<file path="config.mk">
export PLATFORM = sky130hd
export DESIGN_NAME = dma_seq
export DESIGN_NICKNAME = d
export VERILOG_FILES = /design/src/rtl/dma_seq.sv
export SDC_FILE = /design/constraint.sdc
export NUM_CORES = 1
export LEC_CHECK = 0
export BUFFER_PORTS_ARGS = -buffer_cell sky130_fd_sc_hd__clkbuf_2
export CAP_MARGIN = 10
export CELL_PAD_IN_SITES_DETAIL_PLACEMENT = 1
export CELL_PAD_IN_SITES_GLOBAL_PLACEMENT = 1
export CORE_MARGIN = 1.5
export CORE_UTILIZATION = 43
export DETAILED_ROUTE_END_ITERATION = 10
export GPL_ROUTABILITY_DRIVEN = 0
export PLACE_DENSITY_LB_ADDON = 0.1
export REMOVE_ABC_BUFFERS = 1
export SYNTH_ARGS = -nofsm -noshare
export SYNTH_HDL_FRONTEND = slang
export SYNTH_SLANG_ARGS = --single-unit
</file>
<file path="constraint.sdc">
create_clock -name clk -period 3.4 [get_ports clk]
set_input_delay 0.17 -clock clk [delete_from_list [all_inputs] [get_ports clk]]
set_output_delay 0.17 -clock clk [all_outputs]
set_load 0.02 [all_outputs]
</file>
<file path="src/rtl/dma_seq.sv">
module dma_seq #(
  parameter int AW = 32,
  parameter int DW = 32,
  parameter int LW = 16,
  parameter int SOUND_CHAN = 1
) (
  input  logic          clk,
  input  logic          rst_n,
  input  logic          cfg_we,
  input  logic [1:0]    cfg_sel,
  input  logic [1:0]    cfg_be,
  input  logic [AW-1:0] cfg_wdata,
  input  logic          trig,
  output logic          bus_req,
  output logic          bus_we,
  output logic          bus_word,
  output logic [AW-1:0] bus_addr,
  output logic [DW-1:0] bus_wdata,
  input  logic [DW-1:0] bus_rdata,
  input  logic          bus_ready,
  output logic          busy,
  output logic [15:0]   ctrl_q
);

  localparam int CW = LW + 1;

  typedef enum logic [1:0] {S_IDLE, S_RD, S_WR} state_t;
  state_t state;

  logic [AW-1:0] src_r, dst_r, cur_src, cur_dst, sstep, dstep;
  logic [LW-1:0] len_r;
  logic [CW-1:0] left;
  logic [DW-1:0] data_r;
  logic [1:0]    c_dst, c_src, c_time;
  logic          c_word, c_en, word_r, keep_r;

  logic          wr_ctrl, n_word, n_en, en_rise, special, eff_word, imm_go, trig_go, go;
  logic [1:0]    n_dst, n_src, n_time;
  logic [CW-1:0] eff_len;
  logic [AW-1:0] unit_step, sstep_n, dstep_n;

  assign wr_ctrl = cfg_we && (cfg_sel == 2'd3);
  assign {n_time, n_word, n_src, n_dst} = (wr_ctrl && cfg_be[0]) ? cfg_wdata[6:0]
                                                                : {c_time, c_word, c_src, c_dst};
  assign n_en    = (wr_ctrl && cfg_be[1]) ? cfg_wdata[15] : c_en;
  assign en_rise = n_en && !c_en;

  assign special  = (SOUND_CHAN != 0) && (n_time == 2'd3);
  assign eff_word = n_word || special;
  assign eff_len  = special ? CW'(4) : {1'b0, len_r};

  assign imm_go  = en_rise && (n_time == 2'd0);
  assign trig_go = trig && c_en && n_en && (n_time != 2'd0);
  assign go      = (state == S_IDLE) && (imm_go || trig_go);

  assign unit_step = eff_word ? AW'(4) : AW'(2);

  always_comb begin
    case (n_src)
      2'd1:    sstep_n = '0 - unit_step;
      2'd2:    sstep_n = '0;
      default: sstep_n = unit_step;
    endcase
    if (special) dstep_n = '0;
    else begin
      case (n_dst)
        2'd1:    dstep_n = '0 - unit_step;
        2'd2:    dstep_n = '0;
        default: dstep_n = unit_step;
      endcase
    end
  end

  always_ff @(posedge clk) begin
    if (!rst_n) begin
      state   <= S_IDLE;
      src_r   <= '0;
      dst_r   <= '0;
      len_r   <= '0;
      c_dst   <= '0;
      c_src   <= '0;
      c_time  <= '0;
      c_word  <= 1'b0;
      c_en    <= 1'b0;
      cur_src <= '0;
      cur_dst <= '0;
      sstep   <= '0;
      dstep   <= '0;
      left    <= '0;
      data_r  <= '0;
      word_r  <= 1'b0;
      keep_r  <= 1'b0;
    end else begin
      if (cfg_we && cfg_sel == 2'd0) src_r <= cfg_wdata;
      if (cfg_we && cfg_sel == 2'd1) dst_r <= cfg_wdata;
      if (cfg_we && cfg_sel == 2'd2) len_r <= cfg_wdata[LW-1:0];
      {c_time, c_word, c_src, c_dst} <= {n_time, n_word, n_src, n_dst};
      c_en <= n_en;

      if (en_rise) begin
        cur_src <= src_r;
        cur_dst <= dst_r;
      end

      case (state)
        S_IDLE: begin
          if (go) begin
            if (n_dst == 2'd3) cur_dst <= dst_r;
            if (eff_len == '0) begin
              if (n_dst != 2'd3) c_en <= 1'b0;
            end else begin
              state  <= S_RD;
              left   <= eff_len;
              sstep  <= sstep_n;
              dstep  <= dstep_n;
              word_r <= eff_word;
              keep_r <= (n_dst == 2'd3);
            end
          end
        end
        S_RD: begin
          if (bus_ready) begin
            data_r  <= bus_rdata;
            cur_src <= cur_src + sstep;
            state   <= S_WR;
          end
        end
        S_WR: begin
          if (bus_ready) begin
            cur_dst <= cur_dst + dstep;
            left    <= left - CW'(1);
            if (left == CW'(1)) begin
              state <= S_IDLE;
              if (!keep_r) c_en <= 1'b0;
            end else begin
              state <= S_RD;
            end
          end
        end
        default: state <= S_IDLE;
      endcase
    end
  end

  assign bus_req   = (state != S_IDLE);
  assign bus_we    = (state == S_WR);
  assign bus_addr  = (state == S_WR) ? cur_dst : cur_src;
  assign bus_wdata = data_r;
  assign bus_word  = word_r;
  assign busy      = bus_req;
  assign ctrl_q    = {c_en, 8'b0, c_time, c_word, c_src, c_dst};


  addr_hold_chk: assert property (@(posedge clk) disable iff (!rst_n)
    bus_req && !bus_ready |=> bus_req && $stable(bus_addr) && $stable(bus_we));


  beats_left_chk: assert property (@(posedge clk) disable iff (!rst_n)
    busy |-> left != '0);


  en_clear_chk: assert property (@(posedge clk) disable iff (!rst_n)
    $fell(busy) && !keep_r |-> !c_en);


  start_en_chk: assert property (@(posedge clk) disable iff (!rst_n)
    $rose(busy) |-> c_en);


  rd_then_wr_chk: assert property (@(posedge clk) disable iff (!rst_n)
    bus_req && !bus_we && bus_ready |=> bus_req && bus_we);

endmodule

</file>
### Yosys cells after proc, flatten, opt, wreduce, memory -nomap -nowiden

Cells that the tools add are included.

* input port bits: 73
* register bits after elaboration: 269
* output and inout port bits: 84

* reduce and logical (&&, ||, !) cells: 26
* bitwise logic cells: 1
* eq/ne operators: 17
* $add $sub $neg: 4
* muxes and demuxes: 33

Operator list (number)
* $mux W32: 9
* $pmux W32 S2: 3
* $add A32 B32 Y32: 2
* $mux W17: 3
* $pmux W17 S2: 1
* $eq A17 B1 Y1 const B: 1
* $logic_not A17 Y1: 1
* $sub A17 B1 Y17 const B: 1
* $mux W16: 1
* $eq A2 B2 Y1 const B: 7
* $logic_and A1 B1 Y1: 12
* $eq A2 B1 Y1 const B: 4
* $mux W1: 8
* $mux W2: 4
* $ne A2 B2 Y1 const B: 4
* $reduce_and A4 Y1: 2
* $mux W7: 1
* $logic_not A2 Y1: 3
* $pmux W2 S3: 1
* $reduce_bool A2 Y1: 3
* $sub A1 B3 Y4 const A: 1
* $mux W3: 1
* $reduce_and A3 Y1: 1
* $logic_or A1 B1 Y1: 2
* 5 further kinds: 5

### Longest topological paths before layout

Gate-level depths: netlist of run 1.

* depth in word-level cells: 10
* gate-level depth with buffers: 13

### Worst setup path after synthesis of run 1

Ideal clock, no wire load.

* kind: reg-to-reg
* start point: register, netlist name dstep[30]
* end point: register cur_dst[27]
* path slack: 0.464 ns
* data required time: 3.305 ns
* library setup time: 0.095 ns
* clock period less this slack: 2.936 ns
* data arrival time: 2.840 ns
* stages on the path, launching flop included: 10
* cell sequence: dfxtp_1 ha_1 buf_2 a2111o_1 o211ai_1 nand3_1 a41oi_1 xnor2_1 nand2_1 a221oi_1

RTL lines
* to (signal assigned): RTL line 102 `cur_dst <= dst_r;`
* to (signal assigned): RTL line 108 `if (n_dst == 2'd3) cur_dst <= dst_r;`
* to (signal assigned): RTL line 130 `cur_dst <= cur_dst + dstep;`
* to (decl): RTL line 30 `logic [AW-1:0] src_r, dst_r, cur_src, cur_dst, sstep, dstep;`

==> results by group, run 1 <==
Global routing
  • Initial antenna violation count: 0
  • Gr ovfl total: 0
  • Vias in the first global route: ~14000
  • GR Util All Layers: 0.300
  • Largest net degree at the start of global routing: between 70 and 80
  • Global-route wire length before repair: approximately 73000 um

Timing
  • Worst Clk Skew: 33.0 ps
  • Pins Over Slew Limit: 0
  • Slew @ Worst Pin: 1030 ps
  • Final Hold Fails: 0
  • Slew HR: 0.308
  • Final setup vio count: 0
  • Max Freq: 321 MHz
  • RSZ-0062 raised after global routing: false
  • Final Critical Period: 3110 ps
  • Period utilization: 0.915

Floorplanning
  • Die ar.: between 30000 and 40000 um^2
  • IO Pins: around 160
  • Starting Density: 0.438
  • Die X: roughly 170 um
  • Die Y: roughly 170 um
  • # rows: 62
  • Core area: 28800 um^2

Finish
  • Ant. Diodes: 0
  • Area grow syn2layout: 20.1%
  • Final Instance Count excl. Fillers: approximately 2200
  • Nets: between 1500 and 2000
  • Share of cells above drive strength 1: 0.144

Yosys
  • Mapped Avg Cell Area: ~7.5 um^2
  • Synth warnings: 0
  • Most frequent cell after synthesis: nand2_1
  • Synthesized instance count: between 1500 and 2000
  • Register area share after synthesis: 0.335
  • Post-synth top area cell: dfxtp_1
  • Seq cells post-synth: around 210
  • Post-synth EDFFs: 0
  • Synth top area share: 0.335
  • Syn Std Cell Area: around 13000 um^2
  • Async SR Flop Fraction: 0
  • Netlist cell types: 93
  • Dominant synthesized flop cell: dfxtp_1
  • Largest cells by area after synthesis: dfxtp_1 34%, nand2_1 14%, a21oi_1 8.1%
  • Synth top cells by count: 456 x nand2_1, 211 x dfxtp_1, 203 x a21oi_1

Clocking
  • CTS tree: done
  • CTS clk-pin slew, worst paths: approximately 60 ps
  • H-tree levels: 1
  • Clock root buffer: clkbuf_16
  • Worst-Skew Late Latency: between 500 and 600 ps
  • Sink Count: between 200 and 250
  • CTS buffer count: 25
  • Clk buf depth: 3

Power and ir drop
  • Comb pwr share: 0.083
  • Clock power frac: 0.498
  • Seq pwr share: 0.420
  • Switching pwr: 1.49 mW
  • Net Sw Frac: 0.244
  • Internal: around 4.6 mW
  • Pwr Total: roughly 6 mW
  • Maximum vdd drop: about 0.37 mV
  • Power per cell area: roughly 400 nW/um^2
  • Leak pwr: 6.34 nW

Drt
  • Antenna Nets Post-Route: 0
  • DR vias: between 10000 and 15000
  • Vias/cell: slightly below 6
  • Wire per inst: slightly above 20 um
  • Final WL: approximately 46000 um
  • DRT iter0 DRCs: roughly 820
  • Iteration count of the initial detailed-routing pass: 5
  • # DRC: 0

Placement
  • Post-DP HPWL: roughly 32000 um
  • Placed Cells incl. Taps: 2127
  • PortBufs: approximately 150

Critical path
  • CP Data Required Time: 3830 ps
  • Crit. End Element: flip-flop
  • CP Class: reg -> reg
  • Crit-path max FO: 23
  • Arrival @ worst endpoint: roughly 3500 ps
  • Critical path launch point type: flip-flop

Outcome
  • Status: completed

Worst hold path
  • Worst hold path class: in -> reg

Flow run
  • Max-cap violation count: 0
==> power by group through the flow <==
stage	sequential, mW	combinational, mW	clock, mW
after floorplan	2.61	0.237	0
after global placement	2.61	0.425	0
after detailed placement	2.61	0.434	0
after CTS	2.56	0.494	3.09
after global routing	2.56	0.544	3.19
final	2.56	0.504	3.04
==> final timing paths <==
| kind | start | to | slack [ps] | cells after the start |
|---|---|---|---|---|
| worst min-delay path | bus_ready | state[1] | 110 | 3 |
| worst min register to register | bus_wdata[26] | bus_wdata[26] | 450 | 2 |
| worst max-delay path | dstep[30] | cur_dst[27] | 290 | 10 |
| worst max register to register | dstep[30] | cur_dst[27] | 290 | 10 |
==> cell type report <==
cell class | instances | area (um^2)
clock buffers | 29 | 651
clock inverters | 14 | 268
fillers | 3541 | 13700
inverters | 27 | 106
multi-input cells | 1330 | 7790
flip-flops and latches | 211 | 4230
well taps | 384 | 480
repair buffers | 239 | 1600
==> routing by layer <==
layer	track usage	wire, um
met1	0.361	19500
met2	0.551	23000
met3	0.0328	1790
met4	0.101	1600
met5	0	0
==> critical path, stage by stage (launching register included) <==
cell and delay, ps:
dfxtp_1 520, buf_4 360, ha_1 390, a21oi_1 280, o211ai_1 170, a21oi_1 170
nand3_1 170, a41oi_1 430, xnor2_1 170, nand2_1 70, a221oi_1 250
==> sequential cells by signal, indices dropped and copies added (netlist names), 3 cells and up <==
name       flops
src_r         32
dst_r         32
sstep          3
dstep          3
cur_src       32
len_r         16
bus_wdata     32
cur_dst       32
left          17
==> cells by family (layout without fill, tap and decap cells) <==
kind of cell,Yosys count,after routing,share of synthesized area
AO/OA/AOI/OAI,470,470,0.245
XOR/XNOR,42,42,0.0292
adder cells (fa/ha/maj),68,68,0.0687
buffers and inverters,141,309,0.0497
flip-flops,211,211,0.335
multiplexers,26,26,0.0224
other,1,8,0.000298
AND/OR/NAND/NOR,716,716,0.249
==> per-stage QoR <==
stage	util	cell area (um^2)	setup TNS [ps]	setup slack [ps]	hold WS, ps
4_1_cts	0.525	15100	0	192	99.5
3_5_place_dp	0.471	13600	0	235	402
6_report	0.525	15100	0	288	110
3_3_place_gp	0.471	13600	0	383	393
2_1_floorplan	-	12100	-13240	-514	281
5_1_grt	0.525	15100	0	73.7	126
==> placed cells by master (no fill, tap or decap), types with 6 or more instances in the layout <==
cell	count
dfxtp_1	210
a21o_1	22
ha_1	66
nor2_1	94
clkbuf_16	25
nor3_1	27
nor3_2	6
inv_1	25
and2_1	7
a221oi_1	10
buf_4	26
a31oi_1	14
xor2_1	23
a222oi_1	15
nor4_1	9
o21a_1	18
nor2b_1	6
and3_1	11
nand4_1	16
clkbuf_2	148
a311oi_1	19
or3_1	7
xnor2_1	19
conb_1	8
nand3_1	36
o21bai_1	8
a221o_1	9
bufinv_16	7
o211ai_1	14
a21oi_1	203
o21ai_0	56
nand2_1	456
dlygate4sd3_1	64
a211oi_1	19
mux2i_1	21
==> timing repair <==
item	in CTS	in global routing
buffers inserted	0	0
hold buffers	64	0
endpoints found under the setup margin	0	1
gates resized for setup	0	1
hold endpoints to repair	108	0
Power figures use the tool's default switching activity.
==> run 2: changes to the inputs <==
MAX_ROUTING_LAYER = met4   (was default)
PLACE_DENSITY = 0.82   (was default)
PLACE_DENSITY_LB_ADDON = default   (was 0.1)
SLEW_MARGIN = 15   (was default)
==> results by group, run 2 (synthesized netlist as in run 1, its figures left out) <==
Flow run
  • Max-cap violation count: 0

Global routing
  • Global-route wire length before repair: 74000 um
  • GR Util All Layers: 0.310
  • Largest net degree at the start of global routing: 83
  • Gr ovfl total: 0
  • Vias in the first global route: around 14000
  • Initial antenna violation count: 3

Timing
  • Period utilization: 0.916
  • Final Critical Period: slightly above 3000 ps
  • Slew HR: 0.231
  • RSZ-0062 raised after global routing: false
  • Pins Over Slew Limit: 0
  • Final worst slack: 287 ps
  • Final setup vio count: 0
  • Worst Clk Skew: around 25 ps
  • Max Freq: between 300 and 400 MHz
  • Final Hold Fails: 0
  • WHS: 39.2 ps
  • Slew @ Worst Pin: 1150 ps

Clocking
  • Worst-Skew Late Latency: between 500 and 600 ps
  • CTS clk-pin slew, worst paths: roughly 60 ps
  • Sink Count: approximately 210
  • Clock root buffer: clkbuf_16
  • CTS tree: done
  • Clk buf depth: 3
  • H-tree levels: 1
  • CTS buffer count: 26

Finish
  • Final Util: 0.524
  • Most frequent cells in the layout: 456 x nand2_1, 210 x dfxtp_1, 203 x a21oi_1
  • Area grow syn2layout: 19.7%
  • Cell area after layout: approximately 15000 um^2
  • Nets: roughly 2000
  • Final Instance Count excl. Fillers: between 2000 and 2500
  • Share of cells above drive strength 1: 0.144
  • Commonest non-fill, non-tap cell in the layout: nand2_1

Critical path
  • Crit. End Element: flip-flop
  • CP Data Required Time: roughly 3800 ps
  • Arrival @ worst endpoint: between 3000 and 4000 ps
  • Critical path launch point type: flip-flop
  • CP Class: reg -> reg
  • Crit-path max FO: 16

Placement
  • Placed Cells incl. Taps: 2128
  • Post-DP HPWL: between 30000 and 40000 um
  • PortBufs: around 150
  • Setup Slack @ Placement: ~280 ps
  • Placed cell areas: 13600 um^2

Outcome
  • Status: completed

Drt
  • DRT iter0 DRCs: approximately 1100
  • Final WL: approximately 47000 um
  • # DRC: 0
  • Vias/cell: ~6
  • DR vias: 13400
  • Antenna Nets Post-Route: 0
  • Wire per inst: 20.8 um
  • Iteration count of the initial detailed-routing pass: 8

Floorplanning
  • Die X: 174 um
  • Core area: 28800 um^2
  • Starting Density: 0.438
  • IO Pins: roughly 160
  • Die Y: between 150 and 200 um
  • # rows: 62
  • Die ar.: around 30000 um^2

Power and ir drop
  • Leak pwr: between 6 and 7 nW
  • Power per cell area: 393 nW/um^2
  • Maximum vdd drop: approximately 0.25 mV

Worst hold path
  • Worst hold path class: in -> reg
-- run 2: path summary, 6_finish.rpt --
check,startpoint,endpoint,slack (ps),depth (start not counted)
max,sstep[30],cur_src[16],290,9
min,cfg_wdata[15],len_r[15],40,3
max reg2reg,sstep[30],cur_src[16],290,9
min reg2reg,src_r[3],src_r[3],460,2
-- run 2: metrics by stage --
step | setup TNS (ps) | power, mW
floorplan | -13240 | 2.84
global placement | 0 | 3.03
detailed placement | 0 | 3.04
CTS | 0 | 5.94
global route | 0 | 6.10
finish | 0 | 5.93
-- run 2: layout make-up --
type                    count  area, um^2
well taps                 384         480
repair buffers            239        1590
inverters                  27         106
multi-input cells        1330        7790
diodes                      2        5.00
flip-flops and latches    211        4230
clock buffers              37         742
clock inverters             8         129
fillers                  3620       13700
-- run 2: what timing repair did --
item	in CTS	in global routing
setup buffers	0	0
endpoints found under the setup margin	0	1
hold buffers	63	0
gates resized for setup	0	1
hold endpoints to repair	107	0
-- run 2: report_power, final --
| group | internal [mW] | total (mW) | switching (mW) | leakage [nW] |
|---|---|---|---|---|
| logic | 0.190 | 0.503 | 0.313 | 4.19 |
| clock network | 1.74 | 2.86 | 1.12 | 0.425 |
| registers | 2.52 | 2.57 | 0.0450 | 1.71 |
-- run 2: metal layers --
metal / GRT usage / vias to the layer above / share of wire
li1: - / 6264 / -
met1: 0.415 / 6515 / 0.45
met2: 0.493 / 509 / 0.45
met3: 0.0322 / 94 / 0.063
met4: 0.0977 / 0 / 0.031
met5: - / - / 0
-- run 2: worst max-delay path: stages, from the launching register on --
cell and delay (ps):
dfxtp_1 660, ha_1 340, o21ai_0 120, o21ai_0 480, nand2_1 200, o21ai_1 310, a31oi_1 200, o21ai_0 270
nor3_1 70, a2111oi_0 320
